--- src/rtl/ptc_pkg.sv ---
package ptc_pkg;

  localparam int ADDR_W = 4;

  localparam logic [ADDR_W-1:0] ADR_CTRL    = 4'd0;
  localparam logic [ADDR_W-1:0] ADR_MODE    = 4'd1;
  localparam logic [ADDR_W-1:0] ADR_CMPA    = 4'd2;
  localparam logic [ADDR_W-1:0] ADR_CMPB    = 4'd3;
  localparam logic [ADDR_W-1:0] ADR_CMPC    = 4'd4;
  localparam logic [ADDR_W-1:0] ADR_COUNT   = 4'd5;
  localparam logic [ADDR_W-1:0] ADR_STATUS  = 4'd6;
  localparam logic [ADDR_W-1:0] ADR_IEN_SET = 4'd8;
  localparam logic [ADDR_W-1:0] ADR_IEN_CLR = 4'd9;
  localparam logic [ADDR_W-1:0] ADR_IEN_RD  = 4'd10;

  localparam int NUM_PINS = 2;
  localparam int MODE_W   = 9;

  typedef enum logic [1:0] {
    ACT_NONE = 2'b00,
    ACT_SET  = 2'b01,
    ACT_CLR  = 2'b10,
    ACT_RSVD = 2'b11
  } pin_act_e;

  typedef struct packed {
    logic     cClrB;
    logic     cClrA;
    pin_act_e actB;
    pin_act_e actA;
    logic [2:0] divSel;
  } mode_t;

  typedef struct packed {
    logic                run;
    logic                restart;
    logic [NUM_PINS-1:0] ldCmp;
    logic                ldCmpC;
  } dp_ctl_t;

  function automatic int divShift(input logic [2:0] sel);
    case (sel)
      3'd0:    return 1;
      3'd1:    return 3;
      3'd2:    return 5;
      3'd3:    return 7;
      default: return 10;
    endcase
  endfunction

endpackage

--- src/rtl/ptc_datapath.sv ---
module ptc_datapath
  import ptc_pkg::*;
#(
  parameter int CNT_W = 16,
  parameter int PRE_W = 10
) (
  input  logic                           clk,
  input  logic                           rstN,
  input  dp_ctl_t                        ctl,
  input  mode_t                          mode,
  input  logic [CNT_W-1:0]               wdata,
  output logic [CNT_W-1:0]               count,
  output logic [NUM_PINS-1:0][CNT_W-1:0] cmpAB,
  output logic [CNT_W-1:0]               cmpC,
  output logic [NUM_PINS-1:0]            matchAB,
  output logic                           matchC,
  output logic                           tick,
  output logic [NUM_PINS-1:0]            pins
);

  logic [PRE_W-1:0] preCnt;
  logic [PRE_W-1:0] divM1;

  always_comb begin
    divM1 = PRE_W'((32'd1 << divShift(mode.divSel)) - 32'd1);
    tick  = ctl.run && !ctl.restart && (preCnt >= divM1);
  end

  // prescaler and counter
  always_ff @(posedge clk) begin
    if (!rstN) begin
      preCnt <= '0;
      count  <= '0;
    end else if (ctl.restart) begin
      preCnt <= '0;
      count  <= '0;
    end else if (tick) begin
      preCnt <= '0;
      count  <= count + 1'b1;
    end else if (ctl.run) begin
      preCnt <= preCnt + 1'b1;
    end
  end

  always_ff @(posedge clk) begin
    if (!rstN) cmpC <= '0;
    else if (ctl.ldCmpC) cmpC <= wdata;
  end

  assign matchC = tick && (count == cmpC);

  pin_act_e            pinAct [NUM_PINS];
  logic [NUM_PINS-1:0] pinClrC;

  always_comb begin
    pinAct[0]  = mode.actA;
    pinAct[1]  = mode.actB;
    pinClrC[0] = mode.cClrA;
    pinClrC[1] = mode.cClrB;
  end

  for (genvar gi = 0; gi < NUM_PINS; gi++) begin : g_pin
    always_ff @(posedge clk) begin
      if (!rstN) cmpAB[gi] <= '0;
      else if (ctl.ldCmp[gi]) cmpAB[gi] <= wdata;
    end

    assign matchAB[gi] = tick && (count == cmpAB[gi]);

    always_ff @(posedge clk) begin
      if (!rstN) begin
        pins[gi] <= 1'b0;
      end else if (matchC && pinClrC[gi]) begin
        pins[gi] <= 1'b0;
      end else if (matchAB[gi]) begin
        case (pinAct[gi])
          ACT_SET: pins[gi] <= 1'b1;
          ACT_CLR: pins[gi] <= 1'b0;
          default: pins[gi] <= pins[gi];
        endcase
      end
    end
  end

endmodule

--- src/rtl/ptc_control.sv ---
module ptc_control
  import ptc_pkg::*;
#(
  parameter int CNT_W = 16
) (
  input  logic                           clk,
  input  logic                           rstN,
  input  logic                           wrEn,
  input  logic                           rdEn,
  input  logic [ADDR_W-1:0]              addr,
  input  logic [CNT_W-1:0]               wdata,
  input  logic [CNT_W-1:0]               count,
  input  logic [NUM_PINS-1:0][CNT_W-1:0] cmpAB,
  input  logic [CNT_W-1:0]               cmpC,
  input  logic [NUM_PINS-1:0]            matchAB,
  output dp_ctl_t                        ctl,
  output mode_t                          modeQ,
  output logic [CNT_W-1:0]               rdata,
  output logic                           irq
);

  logic                runQ;
  logic [NUM_PINS-1:0] maskQ;
  logic [NUM_PINS-1:0] flagQ;
  logic                wrCtrl;
  logic                rdStatus;

  assign wrCtrl   = wrEn && (addr == ADR_CTRL);
  assign rdStatus = rdEn && (addr == ADR_STATUS);

  always_comb begin
    ctl.run      = runQ;
    ctl.restart  = wrCtrl && wdata[2];
    ctl.ldCmp[0] = wrEn && (addr == ADR_CMPA);
    ctl.ldCmp[1] = wrEn && (addr == ADR_CMPB);
    ctl.ldCmpC   = wrEn && (addr == ADR_CMPC);
  end

  always_ff @(posedge clk) begin
    if (!rstN) begin
      runQ <= 1'b0;
    end else if (wrCtrl) begin
      if (wdata[0]) runQ <= 1'b1;
      else if (wdata[1]) runQ <= 1'b0;
    end
  end

  always_ff @(posedge clk) begin
    if (!rstN) modeQ <= '0;
    else if (wrEn && (addr == ADR_MODE)) modeQ <= mode_t'(wdata[MODE_W-1:0]);
  end

  always_ff @(posedge clk) begin
    if (!rstN) begin
      maskQ <= '0;
    end else if (wrEn && (addr == ADR_IEN_SET)) begin
      maskQ <= maskQ | wdata[NUM_PINS-1:0];
    end else if (wrEn && (addr == ADR_IEN_CLR)) begin
      maskQ <= maskQ & ~wdata[NUM_PINS-1:0];
    end
  end

  // a match on the read edge survives the clear
  always_ff @(posedge clk) begin
    if (!rstN) flagQ <= '0;
    else flagQ <= (flagQ & {NUM_PINS{!rdStatus}}) | matchAB;
  end

  assign irq = |(flagQ & maskQ);

  always_comb begin
    case (addr)
      ADR_MODE:   rdata = CNT_W'(modeQ);
      ADR_CMPA:   rdata = cmpAB[0];
      ADR_CMPB:   rdata = cmpAB[1];
      ADR_CMPC:   rdata = cmpC;
      ADR_COUNT:  rdata = count;
      ADR_STATUS: rdata = CNT_W'(flagQ);
      ADR_IEN_RD: rdata = CNT_W'(maskQ);
      default:    rdata = '0;
    endcase
  end

endmodule

--- src/rtl/pulse_timer_chan.sv ---
module pulse_timer_chan
  import ptc_pkg::*;
#(
  parameter int CNT_W = 16,
  parameter int PRE_W = 10
) (
  input  logic              clk,
  input  logic              rstN,
  input  logic              wrEn,
  input  logic              rdEn,
  input  logic [ADDR_W-1:0] addr,
  input  logic [CNT_W-1:0]  wdata,
  output logic [CNT_W-1:0]  rdata,
  output logic              outA,
  output logic              outB,
  output logic              irq
);

  dp_ctl_t                        ctl;
  mode_t                          modeQ;
  logic [CNT_W-1:0]               count;
  logic [NUM_PINS-1:0][CNT_W-1:0] cmpAB;
  logic [CNT_W-1:0]               cmpC;
  logic [NUM_PINS-1:0]            matchAB;
  logic                           matchC;
  logic                           tick;
  logic [NUM_PINS-1:0]            pins;

  ptc_control #(.CNT_W(CNT_W)) u_ctrl (
    .clk(clk), .rstN(rstN), .wrEn(wrEn), .rdEn(rdEn), .addr(addr),
    .wdata(wdata), .count(count), .cmpAB(cmpAB), .cmpC(cmpC),
    .matchAB(matchAB), .ctl(ctl), .modeQ(modeQ), .rdata(rdata), .irq(irq)
  );

  ptc_datapath #(.CNT_W(CNT_W), .PRE_W(PRE_W)) u_dp (
    .clk(clk), .rstN(rstN), .ctl(ctl), .mode(modeQ), .wdata(wdata),
    .count(count), .cmpAB(cmpAB), .cmpC(cmpC), .matchAB(matchAB),
    .matchC(matchC), .tick(tick), .pins(pins)
  );

  assign outA = pins[0];
  assign outB = pins[1];

endmodule

--- config.mk ---
export PLATFORM = sky130hd
export DESIGN_NAME = pulse_timer_chan
export DESIGN_NICKNAME = d
export VERILOG_FILES = /design/src/rtl/ptc_pkg.sv /design/src/rtl/ptc_datapath.sv /design/src/rtl/ptc_control.sv /design/src/rtl/pulse_timer_chan.sv
export SDC_FILE = /design/constraint.sdc
export NUM_CORES = 1
export LEC_CHECK = 0
export BUFFER_PORTS_ARGS = -buffer_cell sky130_fd_sc_hd__buf_2
export CELL_PAD_IN_SITES_DETAIL_PLACEMENT = 1
export CELL_PAD_IN_SITES_GLOBAL_PLACEMENT = 2
export CORE_MARGIN = 3
export CORE_UTILIZATION = 34
export CTS_CLUSTER_SIZE = 40
export DETAILED_ROUTE_END_ITERATION = 8
export PLACE_DENSITY = 0.78
export SETUP_SLACK_MARGIN = 0.2
export SLEW_MARGIN = 5
export SYNTH_ARGS = -nofsm -noshare
export SYNTH_HDL_FRONTEND = slang
export SYNTH_SLANG_ARGS = --single-unit
--- constraint.sdc ---
create_clock -name clk -period 3.3 [get_ports clk]
set_input_delay 0.165 -clock clk [delete_from_list [all_inputs] [get_ports clk]]
set_output_delay 0.165 -clock clk [all_outputs]
set_load 0.1 [all_outputs]
After elaboration in Yosys (flattened, before gate mapping)
Index checks and enable logic that the tools add are counted.
{"block": "word_totals", "regBits": 90, "inputBits": 24, "out_inout_bits": 19}
{"block": "classes", "add_sub_neg": 3, "order_cmp": 1, "eq_ne": 19, "shift": 1, "muxes": 8, "bitwise_logic": 7, "n_reduce_logical": 32}
{"cell": "case mux 16 bit (7 select lines)", "n": 1}
{"cell": "equality test 16 bit", "n": 3}
{"cell": "adder 16 x 1 -> 16 bit (second input constant)", "n": 1}
{"cell": "logical AND 1 bit", "n": 16}
{"cell": "case mux 4 bit (4 select lines)", "n": 1}
{"cell": "equality test 4 x 3 -> 1 bit (second input constant)", "n": 3}
{"cell": "equality test 4 bit (second input constant)", "n": 3}
{"cell": "adder 10 x 1 -> 10 bit (second input constant)", "n": 1}
{"cell": "greater-or-equal comparator 10 bit", "n": 1}
{"cell": "left shift 1 x 4 -> 10 bit (first input constant)", "n": 1}
{"cell": "subtractor 10 x 1 -> 10 bit (second input constant)", "n": 1}
{"cell": "equality test 4 x 2 -> 1 bit (second input constant)", "n": 2}
{"cell": "nonzero test 2 bit", "n": 4}
{"cell": "OR reduction 2 bit", "n": 4}
{"cell": "AND 2 bit", "n": 3}
{"cell": "equality test 3 x 2 -> 1 bit (second input constant)", "n": 2}
{"cell": "AND reduction 2 bit", "n": 3}
{"cell": "equality test 2 x 1 -> 1 bit (second input constant)", "n": 2}
{"cell": "equality test 2 bit (second input constant)", "n": 2}
{"cell": "equality test 4 x 1 -> 1 bit (second input constant)", "n": 1}
{"cell": "logical NOT 4 bit", "n": 1}
{"cell": "2-to-1 mux 2 bit", "n": 2}
{"cell": "bitwise OR 2 bit", "n": 2}
{"cell": "case mux 1 bit (2 select lines)", "n": 2}
{"cell": "7 further kinds", "n": 9}

Longest topological paths before layout
{"block": "depth", "ltp_word": 9, "ltp_mapped": 10}

Cells and area by module
From an unflattened synthesis, not the netlist that was laid out.
{"block": "unflattened", "cells_unflattened": 590, "hier_area_um2": 5534.1}
{"mod": "ptc_datapath", "instances": 1, "cells_per_inst": 435, "area_each_um2": 4212.8}
{"mod": "ptc_control", "instances": 1, "cells_per_inst": 155, "area_each_um2": 1321.3}

Least setup slack after synthesis
No wires, ideal clock.
{"block": "synth_path", "kind": "register to register", "from": "reg, netlist name u_ctrl.modeQ[0]", "to": "reg u_dp.pins[1]", "setup_time_ns": 0.112, "arrival_time_ns": 2.301, "t_required_ns": 3.188, "setup_slack_ns": 0.887, "path_stages_with_launch": 9, "path_buffers": 1, "path_cell_list": "dfxtp_1 > or3_1 > ha_1 > ha_1 > a21o_1 > a221oi_1 > clkbuf_1 > nor4_1 > a2111oi_1"}
{"block": "synth_between", "elab_chain_len": 9, "elab_cells_between_ends": 14}
{"element": "equality test 3 x 2 -> 1 bit (tied with other cells)", "line": "ptc_pkg.sv:42", "rtl": "case (sel)"}
{"element": "case mux 4 bit (4 select lines) *", "line": "ptc_pkg.sv:42"}
{"element": "left shift 1 x 4 -> 10 bit *", "line": "ptc_datapath.sv:25", "rtl": "divM1 = PRE_W'((32'd1 << divShift(mode.divSel)) - 32'd1);"}
{"element": "subtractor 10 x 1 -> 10 bit *", "line": "ptc_datapath.sv:25"}
{"element": "greater-or-equal comparator 10 bit *", "line": "ptc_datapath.sv:26", "rtl": "tick = ctl.run && !ctl.restart && (preCnt >= divM1);"}
{"element": "logical AND 1 bit *", "line": "ptc_datapath.sv:26"}
{"element": "logical AND 1 bit", "line": "ptc_datapath.sv:50", "rtl": "assign matchC = tick && (count == cmpC);"}
{"element": "logical AND 1 bit", "line": "ptc_datapath.sv:73", "rtl": "end else if (matchC && pinClrC[gi]) begin"}
{"element": "OR reduction 2 bit (no line)"}
{"element": "end signal: indexed assignment", "line": "ptc_datapath.sv:79", "rtl": "default: pins[gi] <= pins[gi];"}
{"element": "end: declaration", "line": "ptc_datapath.sv:18", "rtl": "output logic [NUM_PINS-1:0] pins"}
Every way passes the cells marked *; elsewhere a longest branch is shown, timed or not.
A chain may end at the register's enable or synchronous reset.

Final worst setup path
{"block": "layout_path", "from": "reg, netlist name u_ctrl.modeQ[0]", "to": "reg u_dp.pins[1]"}
{"block": "layout_between", "elab_chain_len": 9, "elab_cells_between_ends": 14}
{"element": "equality test 3 x 2 -> 1 bit (tied with other cells)", "line": "ptc_pkg.sv:42"}
{"element": "case mux 4 bit (4 select lines) *", "line": "ptc_pkg.sv:42"}
{"element": "left shift 1 x 4 -> 10 bit *", "line": "ptc_datapath.sv:25"}
{"element": "subtractor 10 x 1 -> 10 bit *", "line": "ptc_datapath.sv:25"}
{"element": "greater-or-equal comparator 10 bit *", "line": "ptc_datapath.sv:26"}
{"element": "logical AND 1 bit *", "line": "ptc_datapath.sv:26"}
{"element": "logical AND 1 bit", "line": "ptc_datapath.sv:50"}
{"element": "logical AND 1 bit", "line": "ptc_datapath.sv:73"}
{"element": "OR reduction 2 bit (no line)"}
Marked as above.

==> flow_results.org <==
** Final layout
- Layout overhead on the synthesized area :: 12.5%
- Number of antenna cells inserted :: 0
- Number of filler cells placed in the layout :: 1,739
- Combined area of the multi-input logic cells :: 0.00298 mm^2
- Storage element area :: 0.00180 mm^2
- After the last flow step, the layout net total stands at 689.
- Ratio of cells with drive above 1 in the final layout :: 12.4%

** Clock tree
- Clock transition at the registers of the reported paths :: 0.07 ns
- The H-tree generated during clock tree synthesis spans 3 levels.
- Maximum root-to-sink buffer count :: 2
- Postcts setup bufs :: 0
- Once the clock tree was built, the resizer swapped 0 gates to a different size.
- At the later pin of the worst-skew pair, clock insertion delay measures 0.35 ns.
- Clk root buf :: sky130_fd_sc_hd__clkbuf_16
- The number of clock buffers added by TritonCTS is 9.
- TritonCTS built the clock tree.
- CTS hold repair buffers :: 0
- The clock net in this run drives a total of 90 sinks.

** Floorplanning
- The die covers 0.0164 mm^2.
- The total area inside the core boundary comes to 0.0142 mm^2.
- The die is 128 um tall.
- Overall die width :: 128 um
- Number of rows in the core area :: 43
- Starting Density :: 35.7%
- I/O pin count :: 43

** Detailed routing
- The first detailed-routing pass ran for 5 iterations.
- DR iter-0 viols :: 339
- Final routed wire length divided by cell count :: 19.6 um
- Wires add up to 16,400 um.
- In the routed design, unresolved DRC markers number 0.
- Number of routed nets with antenna violations :: 0
- Via-per-instance ratio :: 5.59
- Across all layers, the routed design uses 4,671 vias.

** Placed design
- Placed wire-length estimate after detailed placement :: 11,800 um
- Number of input and output port buffers inserted :: 42
- At the end of routability-driven placement, the weighted congestion stood at 0.846.
- Worst slack at placement :: 0.731 ns

** Global route
- Global routing used 20.5% of the available tracks across all layers.
- Number of antenna violations at the first check in global routing :: 0
- The first global-routing pass estimated 26,200 um of wire.
- Maximum number of pins on one net before global-route repair :: 65
- Gr ovfl total :: 0
- Via count of the first global-routing pass :: 4,802

** Yosys
- Area of the mapped netlist :: 0.00507 mm^2
- Most area-consuming cells after synthesis :: sky130_fd_sc_hd__dfxtp_1 36%, sky130_fd_sc_hd__nand2_1 9.8%, sky130_fd_sc_hd__a21oi_1 6.7%
- Cell taking the most area after synthesis :: sky130_fd_sc_hd__dfxtp_1
- The number of different library cells used by synthesis comes to 52.
- Synthesized netlist cell count :: 636
- EDFF count, synth :: 0
- Async set or reset register ratio after synthesis :: 0%
- Sequential fraction of the synthesis area :: 35.5%
- #FFs+latches synth :: 90
- Avg Inst Size Synth :: 7.97 um^2
- For this run, the number of Yosys warnings is 0.
- In the synthesized netlist the dominant register cell turns out to be sky130_fd_sc_hd__dfxtp_1.
- Summed over its instances, the top area cell type makes up 35.5% of the synthesized netlist area.

** Timing
- Setup violations remaining at the end of the flow were counted as 0.
- Based on the critical path, the design can be clocked at up to 387 MHz.
- The worst path needs 2.58 ns of the cycle, external delays included.
- In the finished design, the share of the clock period the worst path needs comes to 78.3%.
- Max-Slew Margin vs Limit :: 46.1%
- Summed over all failing endpoints, the final setup total negative slack is 0 ns.
- Setup slack on the critical path of the routed design comes to 0.716 ns.
- Least-Margin Pin Slew :: 0.809 ns
- Worst hold slack across all endpoints :: 0.0722 ns
- Worst clock skew on the final layout :: 0.00885 ns
- Slew Limit Fails :: 0
- Setup repair after global routing left no endpoint under its margin.
- The hold violation count in the final report is 0.

** Setup path
- Data arrival time of the critical path :: 2.82 ns
- Origin of the critical flop-to-flop path :: u_ctrl.modeQ[0]$_SDFFE_PN0P_
- The most critical setup path has its startpoint at u_ctrl.modeQ[0]$_SDFFE_PN0P_.
- Endpoint of the worst-slack reg-to-reg timing path :: u_dp.pins[1]$_SDFFE_PP0P_
- Length in cells of the worst reg-to-reg path :: 7
- Crit. End Element :: flop
- The critical path contains buffers and inverters numbering 0 combined.
- Critical-path top delay cell :: sky130_fd_sc_hd__a221o_1
- Highest fanout seen on the critical path :: 9
- Crit start category :: flop
- The critical path ends at u_dp.pins[1]$_SDFFE_PP0P_.
- For this run, the slowest stage of the critical path takes 0.46 ns.
- Grouping stages by cell kind, the critical path spends the most delay in compound AO/OA/AOI/OAI gates.
- Number of gates on the worst path with buffers counted :: 7
- Setup slack on the worst reg-to-reg path comes out at 0.72 ns.
- Among the stages of the critical path, the cell type that occurs most often is sky130_fd_sc_hd__ha_1.
- The setup path with the least slack is of type reg2reg.
- The critical path goes through or3_1, ha_1, ha_1, a21o_1, a221o_1, and4_1, a2111oi_1.
- Req. time, crit path :: 3.53 ns

** Min path
- Worst hold path depth :: 3
- The startpoint identified for the worst hold timing path is wdata[14].
- The path class of the tightest hold or removal check is in2reg.

** Power
- Max rail drop VDD :: 0.000286 V
- For this design the static power due to leakage is 2.13 nW.
- In this run the power density over the cells is 430 mW/mm^2.

** Outcome
- The flow ran to the end, and the final reports show no timing, DRC or antenna violations.

** Job
- Max-cap violations in this run came to 0.
routing by layer:
metal / wire length [um] / vias to the layer above / track usage [%]
met5: 0 / - / 0
met2: 7890 / 99 / 33.9
li1: - / 2244 / -
met4: 210 / 0 / 5.06
met1: 7630 / 2311 / 27.3
met3: 675 / 17 / 4.58
how the worst min path moves through the flow:
stage | end | slack (ns)
finish | u_dp.cmpAB[14]$_SDFFE_PN0P_ | 0.07
global route | u_dp.cmpAB[8]$_SDFFE_PN0P_ | 0.07
CTS | u_dp.cmpAB[14]$_SDFFE_PN0P_ | 0.06
detailed placement | u_dp.cmpAB[30]$_SDFFE_PN0P_ | 0.44
global placement | u_dp.cmpAB[30]$_SDFFE_PN0P_ | 0.43
floorplan | flop | 0.27
area by class of cell:
| type | instances | area share [%] |
|---|---|---|
| multi-input combinational | 479 | 52.3 |
| sequential | 90 | 31.6 |
| timing repair buffer | 53 | 5.13 |
| clock buffer | 11 | 4.43 |
| tap | 180 | 3.95 |
| clock inverter | 5 | 1.47 |
| inverter | 17 | 1.12 |
state kept, by name, summed over array words and instances, names as in the netlist, named ones only:
name and cells:
u_dp.pins 2, u_ctrl.flagQ 2, u_dp.cmpAB 32, u_dp.count 16, u_dp.preCnt 10, u_ctrl.runQ 1
u_ctrl.modeQ 9, u_dp.cmpC 16
synth_stat cells, types with 6 or more instances:
cell	number
sky130_fd_sc_hd__nor2_1	27
sky130_fd_sc_hd__ha_1	15
sky130_fd_sc_hd__a21oi_1	68
sky130_fd_sc_hd__inv_1	16
sky130_fd_sc_hd__a22oi_1	9
sky130_fd_sc_hd__mux2i_1	23
sky130_fd_sc_hd__nor4_1	18
sky130_fd_sc_hd__a221o_1	8
sky130_fd_sc_hd__dfxtp_1	90
sky130_fd_sc_hd__clkbuf_1	32
sky130_fd_sc_hd__nand4_1	15
sky130_fd_sc_hd__xnor2_1	33
sky130_fd_sc_hd__nand2_1	133
sky130_fd_sc_hd__nand3_1	34
sky130_fd_sc_hd__a222oi_1	6
sky130_fd_sc_hd__nand2b_1	10
sky130_fd_sc_hd__buf_2	13
sky130_fd_sc_hd__xor2_1	24
power by group:
group / switching (mW) / internal [mW]
registers: 0.0117 / 1.10
logic: 0.124 / 0.0529
clock network: 0.457 / 0.708
total: 0.593 / 1.86
cell families after synthesis:
family	Yosys count	synth area share, %
AND/OR/NAND/NOR	266	25.6
other	1	0.0740
flip-flops	90	35.5
XOR/XNOR	57	9.85
multiplexers	23	4.54
adder cells (fa/ha/maj)	15	3.70
buffers and inverters	68	5.97
AO/OA/AOI/OAI	116	14.7
through the flow:
step / power, mW / util (%) / instances / instance area [um^2]
finish: 2.45 / 40.2 / 835 / 5700
detailed placement: 1.31 / 37.8 / 819 / 5370
floorplan: 1.24 / - / 637 / 5070
global route: 2.54 / 40.2 / 835 / 5700
CTS: 2.48 / 40.2 / 835 / 5700
global placement: 1.31 / 37.8 / 819 / 5370
layout by cell type (no fill, tap or decap), drive strengths merged, types with 6 or more instances in the layout:
master | Yosys | layout
a21oi | 68 | 68
a221o | 8 | 8
a222oi | 6 | 6
a22oi | 9 | 9
buf | 18 | 53
clkbuf | 33 | 11
dfxtp | 90 | 90
ha | 15 | 15
inv | 17 | 18
mux2i | 23 | 23
nand2 | 133 | 133
nand2b | 10 | 10
nand3 | 34 | 34
nand4 | 16 | 16
nor2 | 27 | 27
nor4 | 19 | 19
xnor2 | 33 | 33
xor2 | 24 | 24
tightest hold or removal path, cell delays in order:
cell and delay (ns):
sky130_fd_sc_hd__buf_2 0.11, sky130_fd_sc_hd__nand2_1 0.05, sky130_fd_sc_hd__a21oi_1 0.05
(Power assumes the default switching activity.)
